<file path="config.mk">
export PLATFORM = sky130hd
export DESIGN_NAME = nor_pe_seq
export DESIGN_NICKNAME = d
export VERILOG_FILES = /design/src/rtl/nor_seq_pkg.sv /design/src/rtl/nor_spi_byte.sv /design/src/rtl/nor_cs_guard.sv /design/src/rtl/nor_pe_seq.sv
export SDC_FILE = /design/constraint.sdc
export NUM_CORES = 1
export LEC_CHECK = 0
export BUFFER_PORTS_ARGS = -buffer_cell sky130_fd_sc_hd__buf_2
export CAP_MARGIN = 40
export CORE_ASPECT_RATIO = 0.5
export CORE_MARGIN = 8
export CORE_UTILIZATION = 45
export DETAILED_ROUTE_END_ITERATION = 12
export PLACE_DENSITY = 0.62
export SYNTH_ARGS = -nofsm -noshare
export SYNTH_HDL_FRONTEND = slang
export SYNTH_HIERARCHICAL = 1
export SYNTH_SLANG_ARGS = --single-unit
</file>
<file path="constraint.sdc">
create_clock -name clk -period 3 [get_ports clk]
set_input_delay 0.3 -clock clk [delete_from_list [all_inputs] [get_ports clk]]
set_output_delay 0.3 -clock clk [all_outputs]
set_load 0.03 [all_outputs]
</file>
<file path="src/rtl/nor_seq_pkg.sv">
package nor_seq_pkg;
  localparam int ADDR_W = 24;

  localparam logic [7:0] OPC_PROG  = 8'h02;
  localparam logic [7:0] OPC_ERASE = 8'h20;
  localparam logic [7:0] OPC_WREN  = 8'h06;
  localparam logic [7:0] OPC_WRDI  = 8'h04;
  localparam logic [7:0] OPC_RDSR  = 8'h05;

  typedef enum logic [3:0] {
    ST_IDLE,
    ST_WREN,
    ST_RDSR,
    ST_POLL,
    ST_CMD,
    ST_ADDR,
    ST_DWAIT,
    ST_DATA,
    ST_WRDI,
    ST_GAP
  } seq_state_e;
endpackage

</file>
<file path="src/rtl/nor_spi_byte.sv">
// One byte, mode 0: MOSI set while SCLK low, MISO sampled on the rising edge.
module nor_spi_byte #(
  parameter int SCLK_HALF = 2
) (
  input  logic       clk,
  input  logic       rst,
  input  logic       start,
  input  logic [7:0] tx,
  input  logic       miso,
  output logic       sclk,
  output logic       mosi,
  output logic       done,
  output logic [7:0] rx,
  output logic       active
);
  localparam int CW = (SCLK_HALF > 1) ? $clog2(SCLK_HALF) : 1;

  logic [CW-1:0] hcnt;
  logic [2:0]    bitn;
  logic [7:0]    sh;
  logic          tick;

  assign tick = (hcnt == CW'(SCLK_HALF - 1));

  always_ff @(posedge clk) begin
    done <= 1'b0;
    if (rst) begin
      active <= 1'b0;
      sclk   <= 1'b0;
      mosi   <= 1'b0;
      hcnt   <= '0;
      bitn   <= '0;
      sh     <= '0;
      rx     <= '0;
    end else if (!active) begin
      if (start) begin
        active <= 1'b1;
        sh     <= tx;
        mosi   <= tx[7];
        hcnt   <= '0;
        bitn   <= '0;
      end
    end else if (tick) begin
      hcnt <= '0;
      if (!sclk) begin
        sclk <= 1'b1;
        rx   <= {rx[6:0], miso};
      end else begin
        sclk <= 1'b0;
        if (bitn == 3'd7) begin
          active <= 1'b0;
          done   <= 1'b1;
        end else begin
          bitn <= bitn + 3'd1;
          sh   <= {sh[6:0], 1'b0};
          mosi <= sh[6];
        end
      end
    end else begin
      hcnt <= hcnt + CW'(1);
    end
  end

  a_r10_sclk_rests_low: assert property (@(posedge clk) disable iff (rst)
    !active |-> !sclk);
endmodule

</file>
<file path="src/rtl/nor_cs_guard.sv">
// Counts cycles of chip select high (saturating) and reports when the minimum is met.
module nor_cs_guard #(
  parameter int GAP_W = 8
) (
  input  logic             clk,
  input  logic             rst,
  input  logic             cs_n,
  input  logic [GAP_W-1:0] min_cyc,
  output logic             gap_ok
);
  logic [GAP_W-1:0] cnt;

  always_ff @(posedge clk) begin
    if (rst || !cs_n) cnt <= '0;
    else if (cnt != '1) cnt <= cnt + GAP_W'(1);
  end

  assign gap_ok = (cnt >= min_cyc);

  a_r11_gap_before_fall: assert property (@(posedge clk) disable iff (rst)
    (!cs_n && $past(cs_n)) |-> ($past(cnt) >= $past(min_cyc)));
endmodule

</file>
<file path="src/rtl/nor_pe_seq.sv">
module nor_pe_seq
  import nor_seq_pkg::*;
#(
  parameter int LEN_W        = 16,
  parameter int GAP_W        = 8,
  parameter int SCLK_HALF    = 2,
  parameter int PAGE_BYTES   = 256,
  parameter int SECTOR_BYTES = 4096
) (
  input  logic              clk,
  input  logic              rst,
  input  logic              req_valid,
  output logic              req_ready,
  input  logic              req_erase,
  input  logic [ADDR_W-1:0] req_addr,
  input  logic [LEN_W-1:0]  req_len,
  input  logic [7:0]        wr_data,
  input  logic              wr_valid,
  output logic              wr_ready,
  input  logic [GAP_W-1:0]  gap_cycles,
  output logic              op_done,
  output logic              op_err,
  output logic              spi_sclk,
  output logic              spi_cs_n,
  output logic              spi_mosi,
  input  logic              spi_miso
);
  localparam int PG_W  = $clog2(PAGE_BYTES);
  localparam int SEC_W = $clog2(SECTOR_BYTES);

  seq_state_e        state, ret_state, poll_next;
  logic              poll_wel, is_erase;
  logic [ADDR_W-1:0] addr;
  logic [LEN_W-1:0]  remain;
  logic [1:0]        aidx;
  logic              eng_start, eng_done, eng_active;
  logic [7:0]        eng_tx, eng_rx;
  logic              gap_ok;
  logic              poll_hit;

  nor_spi_byte #(.SCLK_HALF(SCLK_HALF)) u_byte (
    .clk(clk), .rst(rst), .start(eng_start), .tx(eng_tx), .miso(spi_miso),
    .sclk(spi_sclk), .mosi(spi_mosi), .done(eng_done), .rx(eng_rx),
    .active(eng_active)
  );

  nor_cs_guard #(.GAP_W(GAP_W)) u_guard (
    .clk(clk), .rst(rst), .cs_n(spi_cs_n), .min_cyc(gap_cycles), .gap_ok(gap_ok)
  );

  assign req_ready = (state == ST_IDLE) && gap_ok;
  assign wr_ready  = (state == ST_DWAIT);
  assign poll_hit  = poll_wel ? ((eng_rx & 8'h03) == 8'h02)
                              : ((eng_rx & 8'h01) == 8'h00);

  always_ff @(posedge clk) begin
    eng_start <= 1'b0;
    op_done   <= 1'b0;
    op_err    <= 1'b0;
    if (rst) begin
      state     <= ST_IDLE;
      ret_state <= ST_IDLE;
      poll_next <= ST_IDLE;
      poll_wel  <= 1'b0;
      is_erase  <= 1'b0;
      addr      <= '0;
      remain    <= '0;
      aidx      <= '0;
      eng_tx    <= '0;
      spi_cs_n  <= 1'b1;
    end else begin
      case (state)
        ST_IDLE: if (req_valid && gap_ok) begin
          if (req_erase ? (req_addr[SEC_W-1:0] != '0) : (req_len == '0)) begin
            op_err <= 1'b1;
          end else begin
            is_erase  <= req_erase;
            addr      <= req_addr;
            remain    <= req_len;
            spi_cs_n  <= 1'b0;
            eng_start <= 1'b1;
            eng_tx    <= OPC_WREN;
            state     <= ST_WREN;
          end
        end
        ST_WREN: if (eng_done) begin
          spi_cs_n  <= 1'b1;
          state     <= ST_GAP;
          ret_state <= ST_RDSR;
          poll_wel  <= 1'b1;
          poll_next <= ST_CMD;
        end
        ST_RDSR: if (eng_done) begin
          eng_start <= 1'b1;
          eng_tx    <= 8'h00;
          state     <= ST_POLL;
        end
        ST_POLL: if (eng_done) begin
          if (poll_hit) begin
            spi_cs_n <= 1'b1;
            if (poll_next == ST_IDLE) begin
              op_done <= 1'b1;
              state   <= ST_IDLE;
            end else begin
              state     <= ST_GAP;
              ret_state <= poll_next;
            end
          end else begin
            eng_start <= 1'b1;
            eng_tx    <= 8'h00;
          end
        end
        ST_CMD: if (eng_done) begin
          eng_start <= 1'b1;
          eng_tx    <= addr[23:16];
          aidx      <= 2'd0;
          state     <= ST_ADDR;
        end
        ST_ADDR: if (eng_done) begin
          case (aidx)
            2'd0: begin
              eng_start <= 1'b1;
              eng_tx    <= addr[15:8];
              aidx      <= 2'd1;
            end
            2'd1: begin
              eng_start <= 1'b1;
              eng_tx    <= addr[7:0];
              aidx      <= 2'd2;
            end
            default: begin
              if (is_erase) begin
                spi_cs_n  <= 1'b1;
                state     <= ST_GAP;
                ret_state <= ST_RDSR;
                poll_wel  <= 1'b0;
                poll_next <= ST_WRDI;
              end else begin
                state <= ST_DWAIT;
              end
            end
          endcase
        end
        ST_DWAIT: if (wr_valid) begin
          eng_start <= 1'b1;
          eng_tx    <= wr_data;
          state     <= ST_DATA;
        end
        ST_DATA: if (eng_done) begin
          addr   <= addr + ADDR_W'(1);
          remain <= remain - LEN_W'(1);
          if (remain == LEN_W'(1) || addr[PG_W-1:0] == '1) begin
            spi_cs_n  <= 1'b1;
            state     <= ST_GAP;
            ret_state <= ST_RDSR;
            poll_wel  <= 1'b0;
            poll_next <= (remain == LEN_W'(1)) ? ST_WRDI : ST_WREN;
          end else begin
            state <= ST_DWAIT;
          end
        end
        ST_WRDI: if (eng_done) begin
          spi_cs_n  <= 1'b1;
          state     <= ST_GAP;
          ret_state <= ST_RDSR;
          poll_wel  <= 1'b0;
          poll_next <= ST_IDLE;
        end
        ST_GAP: if (gap_ok) begin
          spi_cs_n  <= 1'b0;
          eng_start <= 1'b1;
          state     <= ret_state;
          case (ret_state)
            ST_RDSR: eng_tx <= OPC_RDSR;
            ST_WREN: eng_tx <= OPC_WREN;
            ST_WRDI: eng_tx <= OPC_WRDI;
            default: eng_tx <= is_erase ? OPC_ERASE : OPC_PROG;
          endcase
        end
        default: state <= ST_IDLE;
      endcase
    end
  end

  a_r1_reset_quiet: assert property (@(posedge clk)
    rst |=> (spi_cs_n && !op_done && !op_err));
  a_r12_done_single: assert property (@(posedge clk) disable iff (rst)
    op_done |=> !op_done);
  a_r2_err_excl_done: assert property (@(posedge clk) disable iff (rst)
    !(op_done && op_err));
  a_r10_cs_edge_sclk_low: assert property (@(posedge clk) disable iff (rst)
    !$stable(spi_cs_n) |-> !spi_sclk);
  a_r13_data_in_frame: assert property (@(posedge clk) disable iff (rst)
    wr_ready |-> (!spi_cs_n && !eng_active));
  a_r7_page_end_closes: assert property (@(posedge clk) disable iff (rst)
    (state == ST_DATA && eng_done && addr[PG_W-1:0] == '1) |=> spi_cs_n);
endmodule

</file>
==> impl_metrics.json <==
{
  "status": "complete, no violations",
  "io_buffers": 68,
  "cts_tree": "yes",
  "hp-class": "input pin to register",
  "layout.cells.non_filler": 992,
  "grt_first_pass_wirelength_um": 27900,
  "p_leak_nw": 2.46,
  "grt-ovfl-total": 0,
  "setup_violations": 0,
  "rsz0062_at_grt": "yes",
  "slowest_delay_ns": 0.46,
  "vdd_drop_max_mv": 0.219,
  "die-area_um2": 17000,
  "min_period_ns": 2.85,
  "insertion_delay_ns": 0.35,
  "cap_violations": 0,
  "whs_path_depth": 3,
  "antenna_cells": 0,
  "cts_hold_buf": 0,
  "die_w_um": 177,
  "crit_path_top_delay_cell": "or3b_2",
  "max_freq_ghz": 0.351,
  "vias_per_cell": 5.98,
  "powerDensity_nw_per_um2": 393,
  "grt_max_degree": 47,
  "h-tree-depth": 3,
  "timing.final.crit_share": 0.949,
  "slew_headroom": 0.420,
  "io_pins": 69,
  "antenna_found_initial": 0,
  "fin_skew_ns": 0.00659,
  "clk_pin_slew_ns": 0.07,
  "fp.coreArea_um2": 12600,
  "cts.path.max_buffers": 2,
  "r2r_cells": 12,
  "fin_area_um2": 6740,
  "cts-root-buf": "clkbuf_16",
  "num_rows": 29,
  "regArea_um2": 1820,
  "drt_iter0_markers": 490,
  "start_kind": "register",
  "yosysWarnings": 6,
  "placedCellCount": 975,
  "slew_violations": 0,
  "worstMarginPinSlew_ns": 0.869,
  "place_congestion": 0.844,
  "grtUsageTotal": 0.201,
  "final.fill_count": 1221,
  "critPathBufInv": 2,
  "placed_cell_area_um2": 6400,
  "post-dp-hpwl_um": 12400,
  "ant_nets": 0,
  "cts_sinks": 91,
  "crit_fanout": 4,
  "via_count": 5932,
  "worst-path-stages": 12,
  "die-height_um": 96.4,
  "crit_type": "register to register",
  "hold_viol": 0,
  "syn2layout_area_growth_pct": 16.0,
  "crit_family": "compound AO/OA/AOI/OAI gates",
  "required_ns": 3.23,
  "totalWireLength_um": 17100,
  "nets": 893,
  "cts_buffers": 9,
  "grt_pass1_vias": 5477,
  "wl_per_cell_um": 17.2,
  "drive_above_1_share": 0.178,
  "drc": 0,
  "fin_total_pwr_mw": 2.65,
  "cp-end-kind": "register",
  "syn_avg_cell_area_um2": 7.68,
  "syn-num-nets": 833,
  "netlist_area_um2": 5810,
  "synth_cells": 757,
  "initial_core_util": 0.460,
  "multi_input_area_um2": 3720,
  "finalSetupTns_ns": 0,
  "arrival_ns": 3.08,
  "drt_first_pass_iters": 7,
  "path_cells": "inv_1, ha_1, nand2b_1, a2111oi_2, o31ai_2, or3b_2, o31ai_1, a22oi_1, o211ai_1, nor3b_2, buf_4, mux2_2"
}
-- registers in the layout (all words and copies together) (netlist names), 3 cells and up --
name and cells:
u_guard/cnt 8, u_byte/sh 7, remain 16, u_byte/bitn 3, addr 24, state 4
ret_state 4, poll_next 3, eng_tx 8
-- per-layer routing --
layer	track usage	vias to the layer above	part of all wire
met5	0	-	0
met4	0.0493	0	0.0077
met3	0.0419	13	0.069
met2	0.316	209	0.43
met1	0.280	2768	0.49
li1	-	2942	-
-- layout make-up --
class / count / area share
timing repair buffer: 97 / 0.0883
sequential: 91 / 0.270
clock buffer: 9 / 0.0334
multi-input combinational: 600 / 0.552
tap: 170 / 0.0315
inverter: 18 / 0.0100
clock inverter: 7 / 0.0147
-- layout by cell type, fill, tap and decap left out, drive strengths merged, types with 12 or more instances in the layout --
cell type,count
dfxtp,91
nor4,18
nand2b,15
o31ai,12
ha,14
a211oi,23
inv,21
nor3,26
mux2i,21
a31oi,12
buf,97
nand3,30
o21ai,45
a21oi,75
nand2,91
nor2,65
-- power by group --
group	switching [mW]	internal (mW)	leakage (nW)
sequential	0.00736	1.21	0.733
clock	0.524	0.739	0.157
combinational	0.0905	0.0762	1.56
total	0.621	2.03	2.46
-- stage by stage --
stage | worst slack, ns | utilization | hold WS (ns)
final | 0.153 | 0.534 | 0.217
after CTS | 0.0308 | 0.532 | 0.206
after global routing | -0.00848 | 0.534 | 0.237
after detailed placement | 0.0420 | 0.507 | 0.466
after global placement | 0.0979 | 0.507 | 0.458
after floorplan | 0.359 | - | 0.365
-- what timing repair did --
item                                   CTS  global route
endpoints found under the hold margin    0             0
setup buffers                            0             1
setup endpoints to repair                0            42
gates resized for setup                  0             4
-- final timing paths --
check	slack, ns	startpoint	end
worst max-delay path	0.15	u_guard/cnt[0]	state[0]
worst min-delay path	0.22	spi_miso	u_byte/rx[0]
worst max register to register	0.15	u_guard/cnt[0]	state[0]
worst min register to register	0.48	u_byte/bitn[1]	u_byte/bitn[1]
-- worst reg2reg max path, delay by kind of cell (launching register included) --
family                   cells  cell delay (ns)
AND/OR/NAND/NOR              3             0.69
buffers and inverters        2             0.23
AO/OA/AOI/OAI                5             0.96
adder cells (fa/ha/maj)      1             0.26
flip-flops                   1             0.33
multiplexers                 1             0.27
Power figures use the tool's default switching activity.
